### src/rtl/fault_esc_pkg.sv
package fault_esc_pkg;

  typedef enum logic [1:0] {
    CLS_BENIGN  = 2'd0,
    CLS_CONTRIB = 2'd1,
    CLS_PAGE    = 2'd2,
    CLS_DOUBLE  = 2'd3
  } vec_class_e;

  typedef enum logic [1:0] {
    ACT_NONE     = 2'd0,
    ACT_PASS     = 2'd1,
    ACT_ESCALATE = 2'd2,
    ACT_SHUTDOWN = 2'd3
  } esc_action_e;

endpackage

### src/rtl/fault_esc_classify.sv
module fault_esc_classify
  import fault_esc_pkg::*;
#(
  parameter int VEC_W   = 8,
  parameter int DE_VEC  = 0,
  parameter int CON_LO  = 10,
  parameter int CON_HI  = 13,
  parameter int PF_VEC  = 14,
  parameter int DF_VEC  = 8
) (
  input  logic [VEC_W-1:0] vec_i,
  input  logic             present_i,
  output vec_class_e       cls_o
);

  localparam logic [VEC_W-1:0] DE_V = VEC_W'(DE_VEC);
  localparam logic [VEC_W-1:0] LO_V = VEC_W'(CON_LO);
  localparam logic [VEC_W-1:0] HI_V = VEC_W'(CON_HI);
  localparam logic [VEC_W-1:0] PF_V = VEC_W'(PF_VEC);
  localparam logic [VEC_W-1:0] DF_V = VEC_W'(DF_VEC);

  logic in_range;
  logic is_contrib;

  always_comb begin
    in_range   = (vec_i >= LO_V) && (vec_i <= HI_V);
    is_contrib = in_range || (vec_i == DE_V);
    if (!present_i) begin
      cls_o = CLS_BENIGN;
    end else if (is_contrib) begin
      cls_o = CLS_CONTRIB;
    end else if (vec_i == PF_V) begin
      cls_o = CLS_PAGE;
    end else if (vec_i == DF_V) begin
      cls_o = CLS_DOUBLE;
    end else begin
      cls_o = CLS_BENIGN;
    end
  end

endmodule

### src/rtl/fault_esc_decide.sv
module fault_esc_decide
  import fault_esc_pkg::*;
#(
  parameter int VEC_W  = 8,
  parameter int ERR_W  = 32,
  parameter int DF_VEC = 8
) (
  input  logic             raise_i,
  input  logic             swint_i,
  input  logic             halted_i,
  input  vec_class_e       prior_cls_i,
  input  vec_class_e       new_cls_i,
  input  logic [VEC_W-1:0] vec_i,
  input  logic [ERR_W-1:0] err_i,
  output esc_action_e      act_o,
  output logic [VEC_W-1:0] out_vec_o,
  output logic [ERR_W-1:0] out_err_o,
  output logic             upd_en_o,
  output logic [VEC_W-1:0] upd_vec_o
);

  localparam logic [VEC_W-1:0] DF_V = VEC_W'(DF_VEC);

  logic pair_cc;
  logic pair_pf;
  logic checked;

  always_comb begin
    checked = raise_i && !halted_i && !swint_i;
    pair_cc = (prior_cls_i == CLS_CONTRIB) && (new_cls_i == CLS_CONTRIB);
    pair_pf = (prior_cls_i == CLS_PAGE) &&
              ((new_cls_i == CLS_CONTRIB) || (new_cls_i == CLS_PAGE));

    act_o = ACT_NONE;
    if (raise_i && !halted_i) begin
      if (swint_i) begin
        act_o = ACT_PASS;
      end else if (prior_cls_i == CLS_DOUBLE) begin
        act_o = ACT_SHUTDOWN;
      end else if (pair_cc || pair_pf) begin
        act_o = ACT_ESCALATE;
      end else begin
        act_o = ACT_PASS;
      end
    end

    if (act_o == ACT_ESCALATE) begin
      out_vec_o = DF_V;
      out_err_o = '0;
    end else begin
      out_vec_o = vec_i;
      out_err_o = err_i;
    end

    upd_vec_o = out_vec_o;
    upd_en_o  = checked &&
                ((act_o == ACT_ESCALATE) ||
                 ((act_o == ACT_PASS) && (new_cls_i != CLS_BENIGN)));
  end

endmodule

### src/rtl/fault_esc_state.sv
module fault_esc_state
  import fault_esc_pkg::*;
#(
  parameter int VEC_W = 8
) (
  input  logic             clk,
  input  logic             rst_n,
  input  esc_action_e      act_i,
  input  logic             upd_en_i,
  input  logic [VEC_W-1:0] upd_vec_i,
  input  logic             clear_i,
  output logic             prior_valid_o,
  output logic [VEC_W-1:0] prior_vec_o,
  output logic             halted_o
);

  logic             valid_q, valid_d;
  logic [VEC_W-1:0] vec_q, vec_d;
  logic             halted_q, halted_d;
  logic             prior_en;
  logic             halt_en;

  always_comb begin
    valid_d  = valid_q;
    vec_d    = vec_q;
    halted_d = halted_q;
    prior_en = 1'b0;
    halt_en  = 1'b0;
    if (act_i == ACT_SHUTDOWN) begin
      valid_d  = 1'b0;
      halted_d = 1'b1;
      prior_en = 1'b1;
      halt_en  = 1'b1;
    end else if (upd_en_i) begin
      valid_d  = 1'b1;
      vec_d    = upd_vec_i;
      prior_en = 1'b1;
    end else if (clear_i && !halted_q) begin
      valid_d  = 1'b0;
      prior_en = 1'b1;
    end
  end

  always_ff @(posedge clk or negedge rst_n) begin
    if (!rst_n) begin
      valid_q <= 1'b0;
      vec_q   <= '0;
    end else if (prior_en) begin
      valid_q <= valid_d;
      vec_q   <= vec_d;
    end
  end

  always_ff @(posedge clk or negedge rst_n) begin
    if (!rst_n) begin
      halted_q <= 1'b0;
    end else if (halt_en) begin
      halted_q <= halted_d;
    end
  end

  assign prior_valid_o = valid_q;
  assign prior_vec_o   = vec_q;
  assign halted_o      = halted_q;

  AST_HALT_STICKY: assert property (@(posedge clk) disable iff (!rst_n)
    halted_q |=> halted_q);

  AST_HALT_EMPTY: assert property (@(posedge clk) disable iff (!rst_n)
    $rose(halted_q) |-> !valid_q);

  AST_BENIGN_KEEP: assert property (@(posedge clk) disable iff (!rst_n)
    (!upd_en_i && !clear_i && act_i != ACT_SHUTDOWN) |=> $stable(vec_q) && $stable(valid_q));

endmodule

### src/rtl/fault_esc_top.sv
module fault_esc_top
  import fault_esc_pkg::*;
#(
  parameter int VEC_W  = 8,
  parameter int ERR_W  = 32,
  parameter int DE_VEC = 0,
  parameter int CON_LO = 10,
  parameter int CON_HI = 13,
  parameter int PF_VEC = 14,
  parameter int DF_VEC = 8,
  parameter int SYNC_STAGES = 2
) (
  input  logic             clk,
  input  logic             rst_n,
  input  logic             raise_i,
  input  logic [VEC_W-1:0] vec_i,
  input  logic [ERR_W-1:0] err_i,
  input  logic             swint_i,
  input  logic             clear_i,
  output logic             deliv_valid_o,
  output logic [VEC_W-1:0] deliv_vec_o,
  output logic [ERR_W-1:0] deliv_err_o,
  output logic             shutdown_o
);

  localparam logic [VEC_W-1:0] DF_V = VEC_W'(DF_VEC);

  // reset synchronizer: asserts at once, releases on the clock
  logic [SYNC_STAGES-1:0] rst_sync_q;
  logic                   rst_n_s;

  always_ff @(posedge clk or negedge rst_n) begin
    if (!rst_n) begin
      rst_sync_q <= '0;
    end else begin
      rst_sync_q <= {rst_sync_q[SYNC_STAGES-2:0], 1'b1};
    end
  end
  assign rst_n_s = rst_sync_q[SYNC_STAGES-1];

  vec_class_e       prior_cls, new_cls;
  esc_action_e      act;
  logic [VEC_W-1:0] dec_vec, upd_vec, prior_vec;
  logic [ERR_W-1:0] dec_err;
  logic             upd_en, prior_valid, halted;

  fault_esc_classify #(
    .VEC_W(VEC_W), .DE_VEC(DE_VEC), .CON_LO(CON_LO), .CON_HI(CON_HI),
    .PF_VEC(PF_VEC), .DF_VEC(DF_VEC)
  ) u_cls_prior (
    .vec_i(prior_vec), .present_i(prior_valid), .cls_o(prior_cls)
  );

  fault_esc_classify #(
    .VEC_W(VEC_W), .DE_VEC(DE_VEC), .CON_LO(CON_LO), .CON_HI(CON_HI),
    .PF_VEC(PF_VEC), .DF_VEC(DF_VEC)
  ) u_cls_new (
    .vec_i(vec_i), .present_i(1'b1), .cls_o(new_cls)
  );

  fault_esc_decide #(
    .VEC_W(VEC_W), .ERR_W(ERR_W), .DF_VEC(DF_VEC)
  ) u_decide (
    .raise_i(raise_i), .swint_i(swint_i), .halted_i(halted),
    .prior_cls_i(prior_cls), .new_cls_i(new_cls),
    .vec_i(vec_i), .err_i(err_i),
    .act_o(act), .out_vec_o(dec_vec), .out_err_o(dec_err),
    .upd_en_o(upd_en), .upd_vec_o(upd_vec)
  );

  fault_esc_state #(
    .VEC_W(VEC_W)
  ) u_state (
    .clk(clk), .rst_n(rst_n_s), .act_i(act), .upd_en_i(upd_en),
    .upd_vec_i(upd_vec), .clear_i(clear_i),
    .prior_valid_o(prior_valid), .prior_vec_o(prior_vec), .halted_o(halted)
  );

  // output register stage
  logic             valid_d, shut_d, data_en;
  logic             valid_q, shut_q;
  logic [VEC_W-1:0] vec_q;
  logic [ERR_W-1:0] err_q;

  always_comb begin
    valid_d = (act == ACT_PASS) || (act == ACT_ESCALATE);
    shut_d  = (act == ACT_SHUTDOWN);
    data_en = valid_d;
  end

  always_ff @(posedge clk or negedge rst_n_s) begin
    if (!rst_n_s) begin
      valid_q <= 1'b0;
      shut_q  <= 1'b0;
    end else begin
      valid_q <= valid_d;
      shut_q  <= shut_d;
    end
  end

  always_ff @(posedge clk or negedge rst_n_s) begin
    if (!rst_n_s) begin
      vec_q <= '0;
      err_q <= '0;
    end else if (data_en) begin
      vec_q <= dec_vec;
      err_q <= dec_err;
    end
  end

  assign deliv_valid_o = valid_q;
  assign deliv_vec_o   = vec_q;
  assign deliv_err_o   = err_q;
  assign shutdown_o    = shut_q;

  AST_SHUT_ONE_CYCLE: assert property (@(posedge clk) disable iff (!rst_n_s)
    shutdown_o |=> !shutdown_o);

  AST_SILENT_AFTER_HALT: assert property (@(posedge clk) disable iff (!rst_n_s)
    halted |=> !deliv_valid_o && !shutdown_o);

  AST_NOT_BOTH: assert property (@(posedge clk) disable iff (!rst_n_s)
    !(deliv_valid_o && shutdown_o));

  AST_CC_TO_DF: assert property (@(posedge clk) disable iff (!rst_n_s)
    (raise_i && !swint_i && !halted && prior_cls == CLS_CONTRIB && new_cls == CLS_CONTRIB)
    |=> deliv_valid_o && deliv_vec_o == DF_V && deliv_err_o == '0);

  AST_SWINT_PASS: assert property (@(posedge clk) disable iff (!rst_n_s)
    (raise_i && swint_i && !halted)
    |=> deliv_valid_o && deliv_vec_o == $past(vec_i) && deliv_err_o == $past(err_i));

  AST_NO_RAISE_QUIET: assert property (@(posedge clk) disable iff (!rst_n_s)
    !raise_i |=> !deliv_valid_o && !shutdown_o);

endmodule

### config.mk
export PLATFORM = sky130hd
export DESIGN_NAME = fault_esc_top
export DESIGN_NICKNAME = d
export VERILOG_FILES = /design/src/rtl/fault_esc_pkg.sv /design/src/rtl/fault_esc_classify.sv /design/src/rtl/fault_esc_decide.sv /design/src/rtl/fault_esc_state.sv /design/src/rtl/fault_esc_top.sv
export SDC_FILE = /design/constraint.sdc
export NUM_CORES = 1
export LEC_CHECK = 0
export ABC_CLOCK_PERIOD_IN_PS = 2170
export BUFFER_PORTS_ARGS = -buffer_cell sky130_fd_sc_hd__buf_2
export CORE_MARGIN = 3
export CORE_UTILIZATION = 49
export CTS_CLUSTER_SIZE = 20
export DETAILED_ROUTE_END_ITERATION = 7
export GPL_ROUTABILITY_DRIVEN = 0
export PLACE_DENSITY = 0.8
export REMOVE_ABC_BUFFERS = 1
export SLEW_MARGIN = 5
export SYNTH_ARGS = -nofsm -noshare
export SYNTH_HDL_FRONTEND = slang
export SYNTH_SLANG_ARGS = --single-unit
### constraint.sdc
create_clock -name clk -period 2.17 [get_ports clk]
set_input_delay 0.651 -clock clk [delete_from_list [all_inputs] [get_ports clk]]
set_output_delay 0.651 -clock clk [all_outputs]
set_load 0.01 [all_outputs]
* Yosys cells after proc, flatten, opt, wreduce, memory -nomap -nowiden
Index checks and enable logic that the tools add are counted.
** Storage, ports and cells
- Latch bits :: 0
- ROM bits :: 0
- Output and inout bits :: 42
- Register bits :: 54
- Word-level logic and storage cells :: 69
- Memories :: 0
- Memory bits (writable) :: 0
- Input bits :: 45
** Cells by class
- Order comparisons :: 4
- Bitwise gates (word level) :: 1
- Multipliers :: 0
- Add/subtract/negate cells :: 0
- Muxes and demuxes :: 20
- Equality and inequality tests :: 12
- Divide/modulo/power cells :: 0
- Shift-type cells :: 0
- Reductions and logical operators :: 24
** Operators by type and width (count)
- $eq A8 B4 Y1 const B :: 4
- $mux W32 :: 1
- $mux W2 :: 11
- $ge A8 B4 Y1 const B :: 2
- $le A8 B4 Y1 const B :: 2
- $logic_not A8 Y1 :: 2
- $eq A2 B2 Y1 const B :: 5
- $logic_and A1 B1 Y1 :: 9
- $mux W8 :: 1
- $mux W1 :: 7
- $eq A2 B1 Y1 const B :: 3
- $logic_or A1 B1 Y1 :: 6
- $reduce_and A2 Y1 :: 2
- $reduce_and A3 Y1 :: 1
- $reduce_bool A3 Y1 :: 1
- $logic_not A1 Y1 :: 2
- $reduce_bool A2 Y1 :: 1
- $not A1 Y1 :: 1

* Longest topological paths before layout
Gate-level depths: netlist (run 1).
- Depth in word-level cells :: 19
- Mapped depth :: 15
- Gate-level depth less buffers :: 14

* By module
From an unflattened synthesis (run 1), not the netlist that was laid out.
** Second synthesis, totals
- Cells, all modules :: 200
- Area total of the unflattened synthesis :: 2588.7 um2
** By module, submodules not included
- fault_esc_top :: instances 1, cells an instance 90, sequential area each 1101.1 um2, area an instance 1612.8 um2
- fault_esc_decide :: instances 1, cells an instance 69, sequential area each 0.0 um2, area an instance 451.7 um2
- fault_esc_state :: instances 1, cells an instance 23, sequential area each 250.2 um2, area an instance 384.1 um2
- fault_esc_classify :: instances 2, cells an instance 9, sequential area each 0.0 um2, area an instance 70.1 um2

* Worst setup path after synthesis (run 1)
No wires, ideal clock.
- Path type :: in2reg
- Start :: in vec_i[2]
- End :: reg u_state.vec_q[2], in the netlist u_state.prior_vec_o[2]
- Library setup time :: 0.138 ns
- Buffers on the path :: 2
- Arrival time :: 2.857 ns
- Setup slack :: -0.825 ns
- Cell stages on the path :: 14
- Path through :: xor2_1 -> nor3b_1 -> nand2_1 -> ha_1 -> nand2b_1 -> a31oi_1 -> o22ai_2 -> a211oi_1 -> ha_1 -> clkbuf_1 -> o21ai_1 -> buf_2 -> nand2_1 -> o21ai_0
** On the way
- Word-level cells in the longest chain between the ends :: 19
- Elaborated cells between the ends (all ways) :: 32
- Those cells by class :: 2 x order compare; 7 x eq/ne; 10 x mux; 1 x bitwise; 12 x reduce/logical
** RTL lines
- from (decl) :: line fault_esc_top.sv:16 : input logic [VEC_W-1:0] vec_i,
- $ge A8 B4 Y1, or another cell as far along :: line fault_esc_classify.sv:26 : in_range = (vec_i >= LO_V) && (vec_i <= HI_V);
- $logic_and A1 B1 Y1 or $mux W2 (tied branches) :: line fault_esc_classify.sv:26, fault_esc_classify.sv:34
- $logic_or A1 B1 Y1 or $mux W2 (tied branches) :: line fault_esc_classify.sv:27, fault_esc_classify.sv:32
- $mux W2 :: line fault_esc_classify.sv:30 : end else if (is_contrib) begin
- $eq A2 B1 Y1 or $eq A2 B2 Y1 (tied branches) :: line fault_esc_decide.sv:30, fault_esc_decide.sv:32
- $logic_or A1 B1 Y1 :: line fault_esc_decide.sv:32 : ((new_cls_i == CLS_CONTRIB) || (new_cls_i == CLS_PAGE));
- $logic_and A1 B1 Y1 :: line fault_esc_decide.sv:31 : pair_pf = (prior_cls_i == CLS_PAGE) &&
- $logic_or A1 B1 Y1 :: line fault_esc_decide.sv:40 : end else if (pair_cc || pair_pf) begin
- (+3 left out)
- $mux W2 :: line fault_esc_decide.sv:35 : if (raise_i && !halted_i) begin
- $eq A2 B1 Y1 :: line fault_esc_decide.sv:58 : ((act_o == ACT_PASS) && (new_cls_i != CLS_BENIGN)));
- $logic_and A1 B1 Y1 :: line fault_esc_decide.sv:58
- $logic_or A1 B1 Y1 :: line fault_esc_decide.sv:57 : ((act_o == ACT_ESCALATE) ||
- $logic_and A1 B1 Y1 :: line fault_esc_decide.sv:56 : upd_en_o = checked &&
- $mux W1 :: line fault_esc_state.sv:34 : end else if (upd_en_i) begin
- $mux W1 :: line fault_esc_state.sv:29 : if (act_i == ACT_SHUTDOWN) begin
- $reduce_and A3 Y1 (no line)
- to (signal assigned) :: line fault_esc_state.sv:50 : vec_q <= vec_d;
- to (decl) :: line fault_esc_state.sv:18 : logic [VEC_W-1:0] vec_q, vec_d;
Several ways; a longest one is shown, not always the timed one.
A chain may end at the register's enable or synchronous reset.

* Final worst setup path (run 1)
- Start :: in vec_i[2]
- End :: reg u_state.vec_q[1], in the netlist u_state.prior_vec_o[1]
** On the way
- Elaborated cells between the ends (all ways) :: 32
- Those cells by class :: 2 x order compare; 7 x eq/ne; 10 x mux; 1 x bitwise; 12 x reduce/logical
** RTL lines
- $ge A8 B4 Y1, or another cell as far along :: line fault_esc_classify.sv:26
- $logic_and A1 B1 Y1 or $mux W2 (tied branches) :: line fault_esc_classify.sv:26, fault_esc_classify.sv:34
- $logic_or A1 B1 Y1 or $mux W2 (tied branches) :: line fault_esc_classify.sv:27, fault_esc_classify.sv:32
- $mux W2 * :: line fault_esc_classify.sv:30
- $eq A2 B1 Y1 or $eq A2 B2 Y1 (tied branches) :: line fault_esc_decide.sv:30, fault_esc_decide.sv:32
- $logic_or A1 B1 Y1 :: line fault_esc_decide.sv:32
- $logic_and A1 B1 Y1 :: line fault_esc_decide.sv:31
- $logic_or A1 B1 Y1 * :: line fault_esc_decide.sv:40
- $mux W2 * :: line fault_esc_decide.sv:40
- $mux W2 * :: line fault_esc_decide.sv:38 : end else if (prior_cls_i == CLS_DOUBLE) begin
- $mux W2 * :: line fault_esc_decide.sv:36 : if (swint_i) begin
- $mux W2 * :: line fault_esc_decide.sv:35
- $eq A2 B2 Y1 *
- named net shut_d :: line fault_esc_top.sv:80 : logic valid_d, shut_d, data_en;
- $mux W1 or $not A1 Y1 (tied branches)
- $reduce_and A3 Y1 (no line) *
The timed path passes the listed nets; every way through them passes the cells marked *.

==> results of run 1 <==
## state kept, by name, indices dropped and copies added (netlist names)
name                   cells
deliv_err_o               32
deliv_vec_o                8
u_state.prior_vec_o        8
rst_sync_q                 2
deliv_valid_o              1
shutdown_o                 1
u_state.halted_o           1
u_state.prior_valid_o      1
## per-stage QoR
stage,utilization,area [um^2]
3_5_place_dp,0.664,2990
2_1_floorplan,-,2320
6_report,0.875,3940
5_1_grt,0.875,3940
4_1_cts,0.756,3400
3_3_place_gp,0.664,2990
## power breakdown
| group | internal, mW | leakage [nW] | switching (mW) | total (mW) |
|---|---|---|---|---|
| Sequential | 1.09 | 0.671 | 0.0736 | 1.16 |
| Clock | 0.346 | 0.0585 | 0.350 | 0.697 |
| Combinational | 0.258 | 1.19 | 0.277 | 0.535 |
| Total | 1.69 | 1.92 | 0.701 | 2.39 |
## layout make-up
| class | count | share of cell area |
|---|---|---|
| Sequential cell | 54 | 0.343 |
| Multi-Input combinational cell | 170 | 0.341 |
| Timing Repair Buffer | 126 | 0.266 |
| Clock buffer | 5 | 0.0175 |
| Tap cell | 52 | 0.0165 |
| Clock inverter | 3 | 0.0111 |
| Inverter | 2 | 0.00381 |
## worst reg2reg max path, stage by stage, from the launching register on
cell and delay, ns:
dfrtp_1 0.40, nor4_1 0.28, buf_4 0.17, o221ai_1 0.13
o22ai_2 0.37, a211oi_4 0.14, ha_4 0.19, nor4b_4 0.27
o21ai_2 0.12, buf_4 0.17, o21ai_2 0.17
## logic make-up (layout without fill, tap and decap cells)
family	Yosys count	after routing
AND/OR/NAND/NOR	103	103
buffers and inverters	15	136
other	1	1
XOR/XNOR	2	2
multiplexers	1	1
adder cells (fa/ha/maj)	4	4
AO/OA/AOI/OAI	59	59
flip-flops	54	54
## cells in the mapped netlist (2+ instances only)
library cell	number	share of area
nand2_1	47	0.074
clkbuf_1	9	0.014
nand3b_1	3	0.0095
or2b_1	2	0.0063
nor4_1	2	0.0053
xor2_1	2	0.0074
nand2b_1	37	0.098
nor2_1	7	0.011
inv_1	2	0.0032
buf_1	3	0.0048
o21ai_0	44	0.093
ha_1	4	0.021
a22o_1	4	0.015
dfrtp_1	54	0.57
## layer usage
metal	up-vias	share of wire
met1	1125	0.37
met5	-	0
met2	97	0.53
li1	1041	-
met3	23	0.070
met4	0	0.029
## path summary, 6_finish.rpt
check / endpoint / start / cells after the start
worst min register to register: deliv_vec_o[1]$_DFFE_PN0P_ / rst_sync_q[1]$_DFF_PN0_ / 1
min in group clk: rst_sync_q[1]$_DFF_PN0_ / rst_sync_q[0]$_DFF_PN0_ / 0
max in group asynchronous: deliv_err_o[16]$_DFFE_PN0P_ / rst_sync_q[1]$_DFF_PN0_ / 1
worst max-delay path: u_state.prior_vec_o[1]$_DFFE_PN0P_ / vec_i[2] / 14
worst max register to register: u_state.prior_vec_o[1]$_DFFE_PN0P_ / u_state.prior_vec_o[7]$_DFFE_PN0P_ / 10
worst min-delay path: rst_sync_q[1]$_DFF_PN0_ / rst_n / 1
## placed cells by master (no fill, tap or decap), types with 4 or more instances in the layout
master and n:
nand2_1 19, buf_2 81, nand2b_1 23, clkbuf_8 5
nand2_4 8, nor2_1 4, nand2b_4 14, clkbuf_16 6
dfrtp_1 53, o21ai_2 17, buf_6 17, a22o_1 4
buf_4 13, nand2_2 20, o21ai_1 26
## repair_timing
item | CTS | global route
gates cloned | 5 | 10
pin swaps | 10 | 20
setup endpoints to repair | 52 | 52
buffers inserted | 2 | 6
hold endpoints to repair | 0 | 0
resized for setup | 51 | 122
==> out/qor.txt, run 1 <==
count of max-cap constraint violations -> 0
Critical Path Source Type -> input pin
DRT iter0 DRCs -> 101
Initial Util -> 0.526
GRT Total Usage -> 0.231
setup TNS -> -34.80 ns
Clock Latency Late Sink -> 0.32 ns
number of global-route vias before repair -> 2049
syn avg cell area -> 9.91 um^2
Synth Area in Compound Gates -> 0.145
Post-Synth Simple-Gate Area -> 0.226
final net count -> 408
CP cell instances -> buf_2 > xor2_2 > nor3b_2 > nand2_1 > ha_1 > nand2b_1 > a31oi_1 > o22ai_2 > o21ba_4 > ha_4 > nor4b_4 > o21ai_2 > buf_4 > o21ai_2
Slowest-stage cell, CP -> ha_1
main combinational cell family by area after synthesis -> simple AND/OR/NAND/NOR gates
DRC -> 0
gr busiest metal -> met2
chip width -> 75.5 um
met2 GRT Util -> 0.374
Setup WS post-layout -> -0.765 ns
clock buffer count from CTS -> 5
EDFF count, synth -> 0
Final Setup Violations -> 52
final hold vios -> 0
RSZ-0062 raised after global routing -> true
asr flop ratio synth -> 1.00
H-tree depth -> 2
Gate Count Post-Synth -> 239
initial antenna violation count -> 0
row cnt -> 24
total power -> 2.39 mW
Yosys cell types -> 33
reg2reg setup slack -> -0.32 ns
final cell count without fillers -> 412
CTS Root Buffer Type -> clkbuf_8
Synth warnings -> 0
outcome -> finished with violations
Area Growth Syn to Fin -> 66.3%
worst setup path class -> in2reg
grt ovf -> 0
CTS Buffer Depth -> 2
Initial DRT Pass Iterations -> 4
layout cells sized above 1 -> 0.592
cts hold-fix bufs -> 0
max incr delay on CP -> 0.30 ns
WL final -> 8000 um
CP dominant cell by count -> o21ai_2
Antenna Cells -> 0
peak supply drop -> 504 uV
vias per std cell -> 5.55
first-pass GRT wire length -> 9810 um
pins over their slew limit -> 0
Post-Synth XOR/XNOR Area -> 0.00740
clk slew on worst S/H paths -> 0.10 ns
Setup Skew -> 0.00952 ns
GRT met3 Usage -> 0.0805
Syn Std Cell Area -> 0.00237 mm^2
met1 Usage GRT -> 0.288
Placement Setup Slack -> -1.04 ns
Die Height -> 75.5 um
DP Wirelength -> 3830 um
Core Footprint -> 0.00450 mm^2
PwrDens -> 608 mW/mm^2
failing checks -> negative setup slack
required time worst endpoint -> 2.41 ns
Routed Antenna Nets -> 0
multi-input combinational cell area -> 0.00135 mm^2
Fmax -> 341 MHz
final hold slack -> 0.0981 ns
Pleak -> 1.92 nW
final period utilization -> 1.35
Worst EP arrival -> 3.17 ns
Buf/Inv on CP -> 2
Sink Count -> 54
delay-heaviest family, CP -> compound AO/OA/AOI/OAI gates
fraction of the mapped netlist area in adder cells -> 0.0211
Storage cell area -> 0.00135 mm^2
Tmin final -> 2.94 ns
via total after detailed routing -> 2286
ys flop type -> dfrtp_1
IO Pins -> 87
HP Class -> in2async
sequential area share after synthesis -> 0.571
Die ar. -> 0.00570 mm^2
mux share of post-synthesis cell area -> 0.00423
post-synthesis register bit count -> 54
CP max FO -> 4
Worst Setup End Kind -> flip-flop
CTS tree -> done
Fill cells -> 189
IO buf count -> 86
dpl cells -> 384
pin count of the biggest net entering global routing -> 53
DR WL/cell -> 19.4 um
(Power assumes the default switching activity.)
==> run 2: changes to the inputs <==
RECOVER_POWER = 100   (was default)
==> run 2 against run 1 <==
Compared with the run above:
- the run still ends with negative setup slack left
- utilization decreased by 1.5 points
- combinational power decreased by 4%
- clock-buffer cell count unchanged
- clock skew decreased by 0.0010 ns
- critical path type unchanged
==> out/qor.txt, run 2 (synthesized netlist as in run 1, its figures left out) <==
Worst Tran Pin Value -> 1.28 ns
via total after detailed routing -> 2311
Initial Util -> 0.526
final period utilization -> 1.35
IO buf count -> 86
DR WL/cell -> 19.6 um
Antenna Cells -> 0
PwrDens -> 613 mW/mm^2
chip width -> 75.5 um
Sink Count -> 54
required time worst endpoint -> 2.40 ns
vias per std cell -> 5.61
pins over their slew limit -> 0
first-pass GRT wire length -> 9810 um
grt ovf -> 0
reg2reg setup slack -> -0.31 ns
R2R cell count -> 10
Slowest-stage cell, CP -> nor4_4
final cell count without fillers -> 412
Initial DRT Pass Iterations -> 4
Final Setup Violations -> 52
most common cell after layout, fill and taps aside -> dfrtp_1
Tmin final -> 2.94 ns
CP max FO -> 4
CP cell instances -> buf_8 > nor4_4 > nand2_1 > ha_1 > nand2b_1 > a31oi_1 > o22ai_2 > o21ba_4 > ha_4 > nor4b_4 > o21ai_2 > buf_4 > o21ai_2
Die Height -> 75.5 um
max FFs per register -> 32
max incr delay on CP -> 0.37 ns
Buf/Inv on CP -> 2
pin count of the biggest net entering global routing -> 53
Worst EP arrival -> 3.17 ns
CTS tree -> done
r2r endpoint -> u_state.prior_vec_o[1]$_DFFE_PN0P_
clk slew on worst S/H paths -> 0.10 ns
CP dominant cell by count -> o21ai_2
IO Pins -> 87
CTS Root Buffer Type -> clkbuf_8
Worst Setup End Kind -> flip-flop
delay-heaviest family, CP -> compound AO/OA/AOI/OAI gates
DRC -> 0
dpl cells -> 384
Core Footprint -> 0.00450 mm^2
failing checks -> negative setup slack
count of max-cap constraint violations -> 0
Setup WS post-layout -> -0.768 ns
initial antenna violation count -> 0
RSZ-0062 raised after global routing -> true
DP Wirelength -> 3830 um
layout cells sized above 1 -> 0.472
HP Class -> in2async
Pleak -> 1.78 nW
cts hold-fix bufs -> 0
outcome -> finished with violations
final net count -> 408
final hold vios -> 0
Critical Path Source Type -> input pin
final hold slack -> 0.100 ns
Worst slew margin -> 0.149
GRT Total Usage -> 0.231
r2r startpoint -> u_state.prior_vec_o[7]$_DFFE_PN0P_
Die ar. -> 0.00570 mm^2
H-tree depth -> 2
CTS Buffer Depth -> 2
Area Growth Syn to Fin -> 63.4%
commonest cells after routing, fill and taps aside -> dfrtp_1, clkbuf_1, buf_2, o21ai_1, nand2b_1
clock buffer count from CTS -> 5
row cnt -> 24
peak supply drop -> 501 uV
Routed Antenna Nets -> 0
worst setup path class -> in2reg
Clock Latency Late Sink -> 0.32 ns
Setup Skew -> 0.00850 ns
DRT iter0 DRCs -> 98
setup TNS -> -35.14 ns
WL final -> 8060 um
number of global-route vias before repair -> 2049
Fmax -> 340 MHz
==> run 2: what timing repair did <==
item / in CTS / in global routing
setup buffers: 2 / 6
endpoints found under the setup margin: 52 / 52
gates resized for setup: 51 / 122
pin swaps: 10 / 20
cloned: 5 / 10
==> run 2: stage by stage <==
stage | total power [mW] | cell area [um^2] | util | setup WS, ns
finish | 2.37 | 3870 | 0.859 | -0.768
global route | 2.47 | 3870 | 0.859 | -0.863
CTS | 2.25 | 3400 | 0.756 | -0.535
detailed placement | 1.52 | 2990 | 0.664 | -1.04
global placement | 1.50 | 2990 | 0.664 | -0.949
floorplan | 1.33 | 2320 | - | -1.44
==> run 2: worst register-to-register path: stages, from the launching register on <==
cell and delay, ns:
dfrtp_1 0.41, nor4_1 0.28, buf_4 0.16, o221ai_1 0.13, o22ai_2 0.37, a211oi_4 0.14
ha_4 0.20, nor4b_4 0.27, o21ai_2 0.12, buf_4 0.17, o21ai_2 0.16
==> run 2: final cells by class <==
type | instances | area [um^2]
clock buffers | 5 | 68.8
clock inverters | 3 | 43.8
fillers | 226 | 633
inverters | 2 | 15.0
multi-input cells | 170 | 1350
flip-flops and latches | 54 | 1350
well taps | 52 | 65.1
repair buffers | 126 | 981
==> run 2: how the worst max path moves through the flow <==
stage / depth (start not counted) / slack [ns] / start / end
finish: 13 / -0.77 / vec_i[4] / u_state.prior_vec_o[1]$_DFFE_PN0P_
global route: 13 / -0.86 / vec_i[4] / u_state.prior_vec_o[1]$_DFFE_PN0P_
CTS: 12 / -0.54 / vec_i[6] / deliv_err_o[22]$_DFFE_PN0P_
detailed placement: 12 / -1.04 / vec_i[4] / deliv_err_o[7]$_DFFE_PN0P_
global placement: 11 / -0.95 / vec_i[4] / deliv_err_o[0]$_DFFE_PN0P_
floorplan: 11 / -1.44 / vec_i[2] / deliv_err_o[0]$_DFFE_PN0P_
==> run 2: per-layer routing <==
metal  up-vias  wire (um)  GRT usage
li1       1040          -          -
met1      1149       3050      0.288
met2        97       4270      0.374
met3        25        495     0.0805
met4         0        246     0.0816
met5         -          0          0
==> run 2: power breakdown <==
part	total [mW]	leakage, nW	switching [mW]	internal [mW]
Sequential	1.16	0.671	0.0746	1.09
Combinational	0.515	1.05	0.278	0.236
Clock	0.697	0.0585	0.350	0.346
Total	2.37	1.78	0.703	1.67
